### config.mk
export PLATFORM = sky130hd
export DESIGN_NAME = ddr_modereg_unit
export DESIGN_NICKNAME = d
export VERILOG_FILES = /design/src/rtl/ddr_mr_pkg.sv /design/src/rtl/mr_field_check.sv /design/src/rtl/mr_settle_timer.sv /design/src/rtl/mr_store.sv /design/src/rtl/ddr_modereg_unit.sv
export SDC_FILE = /design/constraint.sdc
export NUM_CORES = 1
export LEC_CHECK = 0
export CAP_MARGIN = 20
export CORE_MARGIN = 2
export CORE_UTILIZATION = 34
export CTS_BUF_LIST = sky130_fd_sc_hd__clkbuf_8 sky130_fd_sc_hd__clkbuf_16
export DETAILED_ROUTE_END_ITERATION = 8
export GPL_TIMING_DRIVEN = 0
export PLACE_DENSITY = 0.73
export SLEW_MARGIN = 20
export SYNTH_ARGS = -nofsm -noshare
export SYNTH_HDL_FRONTEND = slang
export SYNTH_SLANG_ARGS = --single-unit
### constraint.sdc
create_clock -name clk -period 1.1 [get_ports clk]
set_input_delay 0.11 -clock clk [delete_from_list [all_inputs] [get_ports clk]]
set_output_delay 0.11 -clock clk [all_outputs]
set_load 0.005 [all_outputs]
### src/rtl/ddr_mr_pkg.sv
package ddr_mr_pkg;

    localparam int unsigned ADDR_W = 13;
    localparam int unsigned BA_W   = 2;
    localparam int unsigned OP_W   = 6;

    localparam logic [2:0]      RST_BL_CODE = 3'b001;
    localparam logic [2:0]      RST_CL_CODE = 3'b010;
    localparam logic [OP_W-1:0] OP_NORMAL   = '0;
    localparam logic [OP_W-1:0] OP_DLL_ONLY = 6'b000010;

    typedef struct packed {
        logic [OP_W-1:0] op;
        logic [2:0]      cl_code;
        logic            interleave;
        logic [2:0]      bl_code;
    } mr_word_t;

    typedef struct packed {
        logic bl_ok;
        logic cl_ok;
        logic op_ok;
        logic dll_req;
    } mr_check_t;

    function automatic logic bl_is_legal(input logic [2:0] c);
        return (c == 3'b001) || (c == 3'b010) || (c == 3'b011);
    endfunction

    function automatic logic cl_is_legal(input logic [2:0] c);
        return (c == 3'b010) || (c == 3'b011) || (c == 3'b101) || (c == 3'b110);
    endfunction

    function automatic logic [3:0] bl_beats(input logic [2:0] c);
        logic [3:0] r;
        case (c)
            3'b010:  r = 4'd4;
            3'b011:  r = 4'd8;
            default: r = 4'd2;
        endcase
        return r;
    endfunction

    function automatic logic [2:0] cl_halves(input logic [2:0] c);
        logic [2:0] r;
        case (c)
            3'b101:  r = 3'd3;
            3'b110:  r = 3'd5;
            3'b011:  r = 3'd6;
            default: r = 3'd4;
        endcase
        return r;
    endfunction

endpackage

### src/rtl/mr_field_check.sv
module mr_field_check
    import ddr_mr_pkg::*;
(
    input  logic [ADDR_W-1:0] addr,
    output mr_word_t          word,
    output mr_check_t         chk
);
    always_comb begin
        word        = mr_word_t'(addr);
        chk.bl_ok   = bl_is_legal(word.bl_code);
        chk.cl_ok   = cl_is_legal(word.cl_code);
        chk.op_ok   = (word.op == OP_NORMAL) || (word.op == OP_DLL_ONLY);
        chk.dll_req = (word.op == OP_DLL_ONLY);
    end
endmodule

### src/rtl/mr_settle_timer.sv
module mr_settle_timer #(
    parameter int unsigned SETTLE_CYC = 2
) (
    input  logic clk,
    input  logic rst,
    input  logic start,
    output logic busy
);
    localparam int unsigned CNT_W = $clog2(SETTLE_CYC + 1);
    localparam logic [CNT_W-1:0] LOAD = CNT_W'(SETTLE_CYC);

    logic [CNT_W-1:0] cnt_q;

    always_ff @(posedge clk) begin
        if (rst)                 cnt_q <= '0;
        else if (start)          cnt_q <= LOAD;
        else if (cnt_q != '0)    cnt_q <= cnt_q - 1'b1;
    end

    assign busy = (cnt_q != '0);

    // the window never runs past its programmed length
    assert_cnt_bound_R9: assert property (@(posedge clk) disable iff (rst)
        cnt_q <= LOAD);
endmodule

### src/rtl/mr_store.sv
module mr_store
    import ddr_mr_pkg::*;
(
    input  logic            clk,
    input  logic            rst,
    input  logic            wr_en,
    input  mr_word_t        word,
    input  mr_check_t       chk,
    output logic [2:0]      bl_code_q,
    output logic            interleave_q,
    output logic [2:0]      cl_code_q,
    output logic [OP_W-1:0] op_q,
    output logic            dll_pulse_q,
    output logic            err_q
);
    logic any_bad;
    assign any_bad = !(chk.bl_ok && chk.cl_ok && chk.op_ok);

    always_ff @(posedge clk) begin
        if (rst) begin
            bl_code_q    <= RST_BL_CODE;
            interleave_q <= 1'b0;
            cl_code_q    <= RST_CL_CODE;
            op_q         <= OP_NORMAL;
            dll_pulse_q  <= 1'b0;
            err_q        <= 1'b0;
        end else begin
            dll_pulse_q <= wr_en && chk.dll_req;
            err_q       <= wr_en && any_bad;
            if (wr_en) begin
                interleave_q <= word.interleave;
                if (chk.bl_ok) bl_code_q <= word.bl_code;
                if (chk.cl_ok) cl_code_q <= word.cl_code;
                if (chk.op_ok) op_q      <= word.op & ~OP_DLL_ONLY;
            end
        end
    end

    // the self-clearing bit never reads back as set
    assert_dll_bit_clear_R6: assert property (@(posedge clk) disable iff (rst)
        op_q[1] == 1'b0);
    // stored burst code is always one of the legal values
    assert_bl_legal_R2: assert property (@(posedge clk) disable iff (rst)
        bl_is_legal(bl_code_q));
    // stored latency code is always one of the legal values
    assert_cl_legal_R4: assert property (@(posedge clk) disable iff (rst)
        cl_is_legal(cl_code_q));
    // a reserved latency code keeps the previous setting
    assert_cl_keep_R4: assert property (@(posedge clk) disable iff (rst)
        (wr_en && !chk.cl_ok) |=> $stable(cl_code_q));
endmodule

### src/rtl/ddr_modereg_unit.sv
module ddr_modereg_unit
    import ddr_mr_pkg::*;
#(
    parameter int unsigned SETTLE_CYC = 2
) (
    input  logic        clk,
    input  logic        rst,
    input  logic        cmd_valid,
    input  logic        cmd_is_mrs,
    input  logic [1:0]  cmd_ba,
    input  logic [12:0] cmd_addr,
    input  logic        banks_idle,
    output logic [3:0]  burst_len,
    output logic        burst_interleaved,
    output logic [2:0]  cas_half,
    output logic [5:0]  op_mode,
    output logic        dll_reset,
    output logic        code_error,
    output logic        busy,
    output logic        violation
);
    mr_word_t  word;
    mr_check_t chk;
    logic      sel_mr, wr_en, refuse, viol_q;
    logic [2:0] bl_code_q, cl_code_q;

    mr_field_check u_check (
        .addr (cmd_addr),
        .word (word),
        .chk  (chk)
    );

    assign sel_mr = cmd_valid && !busy && cmd_is_mrs && (cmd_ba == 2'b00);
    assign wr_en  = sel_mr && banks_idle;
    assign refuse = (cmd_valid && busy) || (sel_mr && !banks_idle);

    mr_settle_timer #(.SETTLE_CYC(SETTLE_CYC)) u_timer (
        .clk   (clk),
        .rst   (rst),
        .start (wr_en),
        .busy  (busy)
    );

    mr_store u_store (
        .clk          (clk),
        .rst          (rst),
        .wr_en        (wr_en),
        .word         (word),
        .chk          (chk),
        .bl_code_q    (bl_code_q),
        .interleave_q (burst_interleaved),
        .cl_code_q    (cl_code_q),
        .op_q         (op_mode),
        .dll_pulse_q  (dll_reset),
        .err_q        (code_error)
    );

    always_ff @(posedge clk) begin
        if (rst) viol_q <= 1'b0;
        else     viol_q <= refuse;
    end

    assign violation = viol_q;
    assign burst_len = bl_beats(bl_code_q);
    assign cas_half  = cl_halves(cl_code_q);

    // an accepted write opens the settle window
    assert_busy_after_write_R9: assert property (@(posedge clk) disable iff (rst)
        wr_en |=> busy);
    // a command during the window is flagged
    assert_busy_refuse_R9: assert property (@(posedge clk) disable iff (rst)
        (cmd_valid && busy) |=> violation);
    // a write with banks not idle changes nothing and is flagged
    assert_not_idle_R8: assert property (@(posedge clk) disable iff (rst)
        (sel_mr && !banks_idle) |=> (violation && $stable(burst_len) && $stable(cas_half)));
    // the DLL reset request lasts one cycle
    assert_dll_single_R7: assert property (@(posedge clk) disable iff (rst)
        dll_reset |=> !dll_reset);
    // the error flag lasts one cycle
    assert_err_single_R5: assert property (@(posedge clk) disable iff (rst)
        code_error |=> !code_error);
    // other bank-address values leave the settings alone
    assert_other_ba_R1: assert property (@(posedge clk) disable iff (rst)
        (cmd_valid && cmd_is_mrs && !busy && cmd_ba != 2'b00)
            |=> ($stable(burst_len) && $stable(cas_half) && !code_error));
    // latency always lies in the legal half-cycle range
    assert_cas_range_R4: assert property (@(posedge clk) disable iff (rst)
        (cas_half >= 3'd3) && (cas_half <= 3'd6));
endmodule

# [Word level (Yosys, flattened, before mapping)]
# Cells that the tools add are included.
[op_classes] addsub=1 eq_ne=13 mux=4 reduce_logical=28
[op_table] op="$eq A3 B2 Y1 const B" count=7
[op_table] op="$eq A3 B3 Y1 const B" count=4
[op_table] op="$logic_and A1 B1 Y1" count=10
[op_table] op="$pmux W3 S3" count=1
[op_table] op="$pmux W4 S2" count=1
[op_table] op="$logic_or A1 B1 Y1" count=7
[op_table] op="$eq A6 B2 Y1 const B" count=1
[op_table] op="$logic_not A6 Y1" count=1
[op_table] op="$reduce_and A2 Y1" count=3
[op_table] op="$mux W2" count=2
[op_table] op="$reduce_bool A2 Y1" count=2
[op_table] op="$eq A3 B1 Y1 const B" count=1
[op_table] op="$logic_not A1 Y1" count=3
[op_table] op="$logic_not A2 Y1" count=1
[op_table] op="$reduce_or A2 Y1" count=1
[op_table] op="$sub A2 B1 Y2 const B" count=1
[totals] ff_bits=17 inputBits=20 out_inout_bits=18 wordCells=55

# [Depth between registers and ports, before layout]
# Gate-level depths: netlist of run 1.
[depth] depth_word=8 mapped_depth=3 depth_no_buf=3

# [Modules after synthesis]
# A second synthesis of run 1 with hierarchy kept.
[unflattened] cells_unflattened=99 area_unflattened_um2=939.7
[by_module_without_submodules] mod="mr_store" n_inst=1 cells_per_inst=56 area_each_um2=586.8 seq_area_each_um2=280.3
[by_module_without_submodules] mod="mr_field_check" n_inst=1 cells_per_inst=20 area_each_um2=145.1 seq_area_each_um2=0.0
[by_module_without_submodules] mod="ddr_modereg_unit" n_inst=1 cells_per_inst=17 area_each_um2=137.6 seq_area_each_um2=20.0
[by_module_without_submodules] mod="mr_settle_timer" n_inst=1 cells_per_inst=6 area_each_um2=70.1 seq_area_each_um2=40.0

# [Worst setup path before layout of run 1]
# Ideal clock, no wire load.
[synth_timing] path_kind="register -> register" from="register u_timer.cnt_q[0]" to="register u_store.err_q" setup_time_ns=0.074 t_arrival_ns=1.099 required_time_ns=1.026 setup_slack_ns=-0.073 path_stages_with_launch=4 path_buffers=0 period_less_slack_ns=1.173 path_cell_list="dfxtp_1 -> nand4bb_1 -> or3_1 -> a31oi_1"
[synth_via] elab_chain_cells=7
[synth_lines] item="start, declared" line="mr_settle_timer.sv:12" rtl="logic [CNT_W-1:0] cnt_q;"
[synth_lines] item="start signal, assigned" line="mr_settle_timer.sv:17" rtl="else if (cnt_q != '0) cnt_q <= cnt_q - 1'b1;"
[synth_lines] item="$reduce_bool A2 Y1" line="mr_settle_timer.sv:20" rtl="assign busy = (cnt_q != '0);"
[synth_lines] item="$logic_not A1 Y1" line="ddr_modereg_unit.sv:33" rtl="assign sel_mr = cmd_valid && !busy && cmd_is_mrs && (cmd_ba == 2'b00);"
[synth_lines] item="$logic_and A1 B1 Y1 (3 in a row)" line="ddr_modereg_unit.sv:33"
[synth_lines] item="$logic_and A1 B1 Y1" line="ddr_modereg_unit.sv:34" rtl="assign wr_en = sel_mr && banks_idle;"
[synth_lines] item="$logic_and A1 B1 Y1" line="mr_store.sv:29" rtl="err_q <= wr_en && any_bad;"
[synth_lines] item="end signal, assigned" line="mr_store.sv:29"
[synth_lines] item="end, declared" line="mr_store.sv:14" rtl="output logic err_q"
# Every way passes these cells.
# A chain may end at the register's enable or synchronous reset.

# [Worst setup path after layout of run 1]
# Same ends and word-level chain as after synthesis.

==> key figures, run 1 <==
Run status
  – Status: finished, violations left
  – Failing checks: negative setup slack

STA
  – Final Cycle Share: 111.9%
  – Hold Violations, Final: 0
  – Setup tns final: -0.6596 ns
  – Final setup viols: 9
  – RSZ-0062 raised after global routing: true
  – Tmin final: 1.231 ns
  – Final clock skew: 0.003692 ns
  – Fmax: 812.1 MHz
  – Max-slew violation count: 0
  – Final setup margin: -0.1314 ns

Layout
  – Final antenna diode count: 0
  – Finished Core Util: 65.84%
  – Finished layout cell area: 1331 sq um
  – Share of layout cells above drive strength 1: 33.33%
  – Synth-to-Final Area Change: 77.63%
  – Layout Nets: 147

Clocking
  – Clock Tree Buf Depth: 2
  – Htree depth: 1
  – Worst-skew pair later-pin latency: 0.25 ns
  – Clock-pin slew on the worst setup and hold paths: 0.06 ns
  – Sink Count: 17
  – CTS tree: built
  – CTS buffer count: 3
  – CTS Root Cell: clkbuf_8

Yosys
  – Yosys warning total: 0
  – Most common cell in the netlist: dfxtp_1
  – Synth Flop Type: dfxtp_1
  – Distinct cells, synth: 29
  – Area contributors post-synth: dfxtp_1 (45%), and2_1 (5.8%), mux2i_1 (5.3%), nor2_1 (5.0%), nand2b_1 (4.2%)
  – Async SR Flop Fraction: 0%
  – Mapped Avg Cell Area: 9.609 sq um
  – Top cell type's share of synthesized area: 45.41%
  – Commonest cells post-synth: dfxtp_1 (17), nor2_1 (10), and2_1 (7)
  – Synth area leader: dfxtp_1
  – Seq cells post-synth: 17
  – EDFF count, synth: 0
  – Gate Count Post-Synth: 78
  – Mapped Area: 749.5 sq um
  – Seq/Total Area, Yosys: 45.41%

Global routing
  – Vias in the first global route: 763
  – Initial antenna violation count: 0
  – Total grt overflow: 0
  – First-pass GRT wire length: 3456 um
  – Largest net degree at the start of global routing: 11
  – GRT Util Overall: 17.57%

Place
  – Placed Area: 1154 sq um
  – DP HPWL: 1314 um
  – Placer Congestion: 0.7326
  – IO buf count: 35

Critical path
  – CP required: 1.28 ns
  – Crit Path Category: reg -> reg
  – Setup crit end kind: flop
  – R2R Path Start: u_timer.cnt_q[0]$_SDFFE_PP0P_
  – WP data arrival: 1.41 ns
  – Crit path max fanout: 4
  – Cell Chain, Critical Path: nand4bb_4 -> or3_1 -> a31oi_1
  – Crit-path max cell delay: 0.42 ns
  – Slowest stage cell, crit path: or3_1
  – CP startpoint: u_timer.cnt_q[0]$_SDFFE_PP0P_
  – Worst Setup Start Kind: flop

Floorplanning
  – Row count: 16
  – I/O Pins: 38
  – Die ar.: 2596 sq um
  – Initial core utilization: 37.07%
  – Die Y: 50.95 um
  – Die width: 50.95 um
  – Core Footprint: 2022 sq um

Drt
  – Remaining antenna violation count after routing: 0
  – Initial detailed-routing violation count: 2
  – Drt first pass iters: 4
  – Drt total wl: 1988 um
  – Via density: 4.889
  – Total number of vias: 748
  – Average wire per cell in the routed design: 12.99 um
  – DRC viols: 0

Power and ir drop
  – Overall Power: 1.256 mW
  – Peak supply drop: 1.130 mV
  – Leakage: 0.5867 nW
  – Cell Pwr Density: 943.7 nW/um^2

Worst hold path
  – HP Class: in -> reg
  – HP Start: cmd_addr[5]

Run
  – Max Cap Viol: 0
[kinds of logic after synthesis]
family | synth area share, %
multiplexers | 5.342
other | 0.5004
flip-flops | 45.41
AND/OR/NAND/NOR | 30.55
XOR/XNOR | 2.338
AO/OA/AOI/OAI | 12.36
buffers and inverters | 3.505
[flip-flops by register name (all words and copies together), names as in the netlist]
register	flops
u_store.op_q	5
u_store.dll_pulse_q	1
u_store.err_q	1
u_timer.cnt_q	2
u_store.bl_code_q	3
u_store.interleave_q	1
violation	1
u_store.cl_code_q	3
[worst max-delay path, delay by kind of cell, from the launching register on]
family,cells,cell delay [ns]
AND/OR/NAND/NOR,2,0.68
flip-flops,1,0.32
AO/OA/AOI/OAI,1,0.16
[power by group]
group	total, mW	internal, mW	leakage (nW)	switching [mW]
Clock	0.451	0.248	0.0269	0.203
Combinational	0.187	0.108	0.420	0.0790
Sequential	0.619	0.617	0.140	0.00209
[final cells by class]
type	count	area, sq um
Timing Repair Buffer	43	381.6
Fill cell	180	690.7
Clock inverter	1	3.754
Tap cell	27	33.78
Sequential cell	17	351.6
Clock buffer	3	41.29
Buffer	3	20.02
Inverter	2	7.507
Multi-Input combinational cell	57	491.7
[routing by layer]
| metal | vias up | global-route usage (%) | routed length (um) | part of all wire [%] |
|---|---|---|---|---|
| li1 | 367 | - | - | - |
| met1 | 350 | 18.59 | 755 | 38 |
| met2 | 26 | 33.12 | 1094 | 55 |
| met3 | 5 | 5.848 | 120 | 6.0 |
| met4 | 0 | 4.054 | 18 | 0.91 |
| met5 | - | 0 | 0 | 0 |
[placed cells by master, fill, tap and decap left out, types with 3 or more instances in the layout]
cell             count
buf_4                8
clkdlybuf4s50_1     13
and2_1               5
nand2b_1             4
inv_1                3
buf_2                5
dlygate4sd2_1       14
nor2_1               9
dfxtp_1             10
clkbuf_8             3
dfxtp_2              6
a21oi_1              3
mux2i_1              4
[path summary, 6_finish.rpt]
kind                            slack (ns)  cells after the start                                end
worst max-delay path                 -0.13                      3           u_store.err_q$_SDFF_PP0_
worst max register to register       -0.13                      3           u_store.err_q$_SDFF_PP0_
worst min register to register        0.46                      1       u_store.op_q[3]$_SDFFE_PP0P_
worst min-delay path                  0.25                      3  u_store.cl_code_q[1]$_SDFFE_PP1P_
[per-stage QoR]
step | worst slack (ns) | hold WS, ns | instances
2_1_floorplan | 0.002479 | 0.2359 | 79
3_3_place_gp | -0.7108 | 0.4441 | 141
3_5_place_dp | -0.7523 | 0.4456 | 141
4_1_cts | -0.1130 | 0.3207 | 152
5_1_grt | -0.2351 | 0.2685 | 153
6_report | -0.1314 | 0.2451 | 153
[repair_timing]
action | in CTS | in global routing
endpoints found under the setup margin | 32 | 21
gates resized for setup | 55 | 12
hold buffers | 0 | 0
pin swaps | 16 | 4
setup buffers | 7 | 1
Note: power is estimated with default switching activity, not from simulation.
==> run 2, diff against run 1 <==
--- a/config.mk
+++ b/config.mk
@@ -7,11 +7,11 @@
 export LEC_CHECK = 0
 export CAP_MARGIN = 20
 export CORE_MARGIN = 2
-export CORE_UTILIZATION = 34
+export CORE_UTILIZATION = 38
 export CTS_BUF_LIST = sky130_fd_sc_hd__clkbuf_8 sky130_fd_sc_hd__clkbuf_16
 export DETAILED_ROUTE_END_ITERATION = 8
 export GPL_TIMING_DRIVEN = 0
-export PLACE_DENSITY = 0.73
+export PLACE_DENSITY = 0.77
 export SLEW_MARGIN = 20
 export SYNTH_ARGS = -nofsm -noshare
 export SYNTH_HDL_FRONTEND = slang
==> constraint.sdc (replaced) <==
create_clock -name clk -period 1.3 [get_ports clk]
set_input_delay 0.13 -clock clk [delete_from_list [all_inputs] [get_ports clk]]
set_output_delay 0.13 -clock clk [all_outputs]
set_load 0.005 [all_outputs]
==> run 2 against run 1 <==
Against the previous run: the flow now finishes without violations; die area shrank 9.7%; via count shrank 6.8%; wire length shrank 11%; sequential share of layout area grew 1.2 points; total power shrank 16%; non-clock buffer count shrank 3; clock power shrank 12%; worst setup slack gained 0.18 ns; clock-buffer cell count is the same; critical path type is now reg -> out; largest cell class unchanged.
==> key figures, run 2 (synthesized netlist as in run 1, its figures left out) <==
Critical path
  – Crit Path Category: reg -> out
  – Worst Setup Start Kind: flop
  – WP data arrival: 1.13 ns (-0.28 ns)
  – Setup crit end kind: output pin
  – CP required: 1.17 ns (-0.11 ns)
  – Crit path max fanout: 3 (-1)

Place
  – DP HPWL: 1263 um (-3.9%)
  – IO buf count: 35 (unchanged)
  – Placed Instances: 141 (unchanged)
  – Placer Congestion: 0.7250 (-1.0%)

Floorplanning
  – Initial core utilization: 39.41% (+2.3 points)
  – Die width: 48.41 um (-5.0%)
  – Die ar.: 2344 sq um (-9.7%)
  – Row count: 16 (unchanged)
  – Die Y: 48.41 um (-5.0%)
  – I/O Pins: 38 (unchanged)
  – Core Footprint: 1902 sq um (-5.9%)

Drt
  – Top sig layer: met4
  – Remaining antenna violation count after routing: 0 (unchanged)
  – DRC viols: 0 (unchanged)
  – Average wire per cell in the routed design: 11.84 um (-8.9%)
  – Drt first pass iters: 4 (unchanged)
  – Met3 routed WL: 73 um (-39%)
  – Via density: 4.647 (-5.0%)
  – Total number of vias: 697 (-6.8%)
  – Met1 wire length: 716 um (-5.2%)
  – Initial detailed-routing violation count: 12 (+10)
  – Met2 wire length: 967 um (-12%)
  – Drt total wl: 1776 um (-11%)

Power and ir drop
  – Peak supply drop: 0.6726 mV (-40%)
  – Int Pwr: 0.8157 mW (-16%)
  – Sw Pwr: 0.2369 mW (-17%)
  – Comb pwr share: 12.6% (-2.3 points)
  – Switching share of total power: 22.51% (-0.13 points)
  – Part of the power in registers: 49.9% (+0.7 points)
  – Clock network power share: 37.5% (+1.6 points)
  – Leakage: 0.4988 nW (-15%)
  – Cell Pwr Density: 838.8 nW/um^2 (-11%)

Clocking
  – Sink Count: 17 (unchanged)
  – CTS buffer count: 3 (unchanged)
  – Clock-pin slew on the worst setup and hold paths: 0.07 ns (about the same)
  – Htree depth: 1 (unchanged)
  – CTS Root Cell: clkbuf_8
  – Worst-skew pair later-pin latency: 0.25 ns (about the same)
  – Clock Tree Buf Depth: 2 (unchanged)
  – Cts hold-fix bufs: 0 (unchanged)
  – CTS tree: built

Layout
  – Final antenna diode count: 0 (unchanged)
  – Largest register by flop count: u_store.op_q
  – Finished Core Util: 65.99% (+0.15 points)
  – Commonest non-fill, non-tap cells in the layout: clkdlybuf4s50_1 (24), dfxtp_1 (12), nor2_1 (9), dlygate4sd2_1 (9)
  – Share of layout cells above drive strength 1: 21.95% (-11 points)
  – Regs by FF count: u_store.op_q x5, u_store.bl_code_q x3, u_store.cl_code_q x3
  – Commonest non-fill, non-tap cell in the layout: clkdlybuf4s50_1
  – Layout Cells excl Fill: 150 (-2.0%)
  – Max FFs per register: 5 (unchanged)
  – Layout Nets: 144 (-2.0%)
  – Synth-to-Final Area Change: 67.45%

Global routing
  – First-pass GRT wire length: 3056 um (-12%)
  – Total grt overflow: 0 (unchanged)
  – GRT Util Overall: 16.79% (-0.78 points)
  – Largest net degree at the start of global routing: 11 (unchanged)
  – Initial antenna violation count: 0 (unchanged)
  – Vias in the first global route: 726 (-4.8%)

STA
  – Hold Violations, Final: 0 (unchanged)
  – Final setup viols: 0 (-9)
  – Fmax: 796.1 MHz
  – Final clock skew: 0.001179 ns (-0.002513 ns)
  – Max-slew violation count: 0 (unchanged)
  – Final Cycle Share: 96.62%
  – RSZ-0062 raised after global routing: false
  – Tmin final: 1.256 ns

Run status
  – Status: finished, final reports clean

Worst hold path
  – HP Class: in -> reg

Run
  – Max Cap Viol: 0 (unchanged)
-- run 2: timing repair --
item / in CTS / in global routing
endpoints found under the setup margin: 18 / 8
gates resized for setup: 21 / 4
setup buffers: 5 / 0
pin swaps: 1 / 2
-- run 2: final timing paths --
kind / from / endpoint / slack, ns / cells past startpoint
max: u_store.cl_code_q[2]$_SDFFE_PP0P_ / cas_half[1] / 0.04 / 3
min: cmd_addr[5] / u_store.cl_code_q[1]$_SDFFE_PP1P_ / 0.23 / 3
max reg2reg: u_timer.cnt_q[0]$_SDFFE_PP0P_ / u_store.err_q$_SDFF_PP0_ / 0.12 / 3
min reg2reg: u_store.op_q[0]$_SDFFE_PP0P_ / u_store.op_q[0]$_SDFFE_PP0P_ / 0.46 / 1
-- run 2: through the flow --
step | hold WS, ns | setup slack (ns) | power, mW | cell area (sq um) | setup TNS, ns
6_report | 0.2321 | 0.04391 | 1.053 | 1255 | 0
2_1_floorplan | 0.2559 | 0.1265 | 0.5833 | 753.2 | 0
3_3_place_gp | 0.4436 | -0.4206 | 0.6592 | 1137 | -4.642
4_1_cts | 0.3533 | -0.004816 | 1.057 | 1245 | -0.004816
5_1_grt | 0.2603 | 0.005701 | 1.093 | 1255 | 0
3_5_place_dp | 0.4444 | -0.4015 | 0.6606 | 1137 | -4.642
-- run 2: area by class of cell --
| cell class | count | area, sq um |
|---|---|---|
| buffer | 3 | 18.77 |
| fill | 166 | 646.9 |
| sequential | 17 | 346.6 |
| clock buffer | 3 | 41.29 |
| timing repair buffer | 40 | 374.1 |
| inverter | 2 | 7.507 |
| multi-input combinational | 57 | 427.9 |
| clock inverter | 1 | 5.005 |
| tap | 27 | 33.78 |
-- run 2: metal layers --
metal | vias up | GRT usage (%)
met5 | - | 0
met4 | 0 | 8.571
met3 | 2 | 4.321
met2 | 18 | 30.79
met1 | 322 | 17.61
li1 | 355 | -
-- run 2: worst max-delay path, cell delays in order, from the launching register on --
cell	delay [ns]
dfxtp_2	0.33
xor2_1	0.15
and2_1	0.14
dlygate4sd2_1	0.25
-- run 2: power by group through the flow --
stage / Clock [mW] / Combinational, mW / Sequential [mW]
finish: 0.395 / 0.132 / 0.525
global placement: 0 / 0.122 / 0.537
global route: 0.425 / 0.143 / 0.525
floorplan: 0 / 0.0464 / 0.537
detailed placement: 0 / 0.123 / 0.537
CTS: 0.403 / 0.129 / 0.525
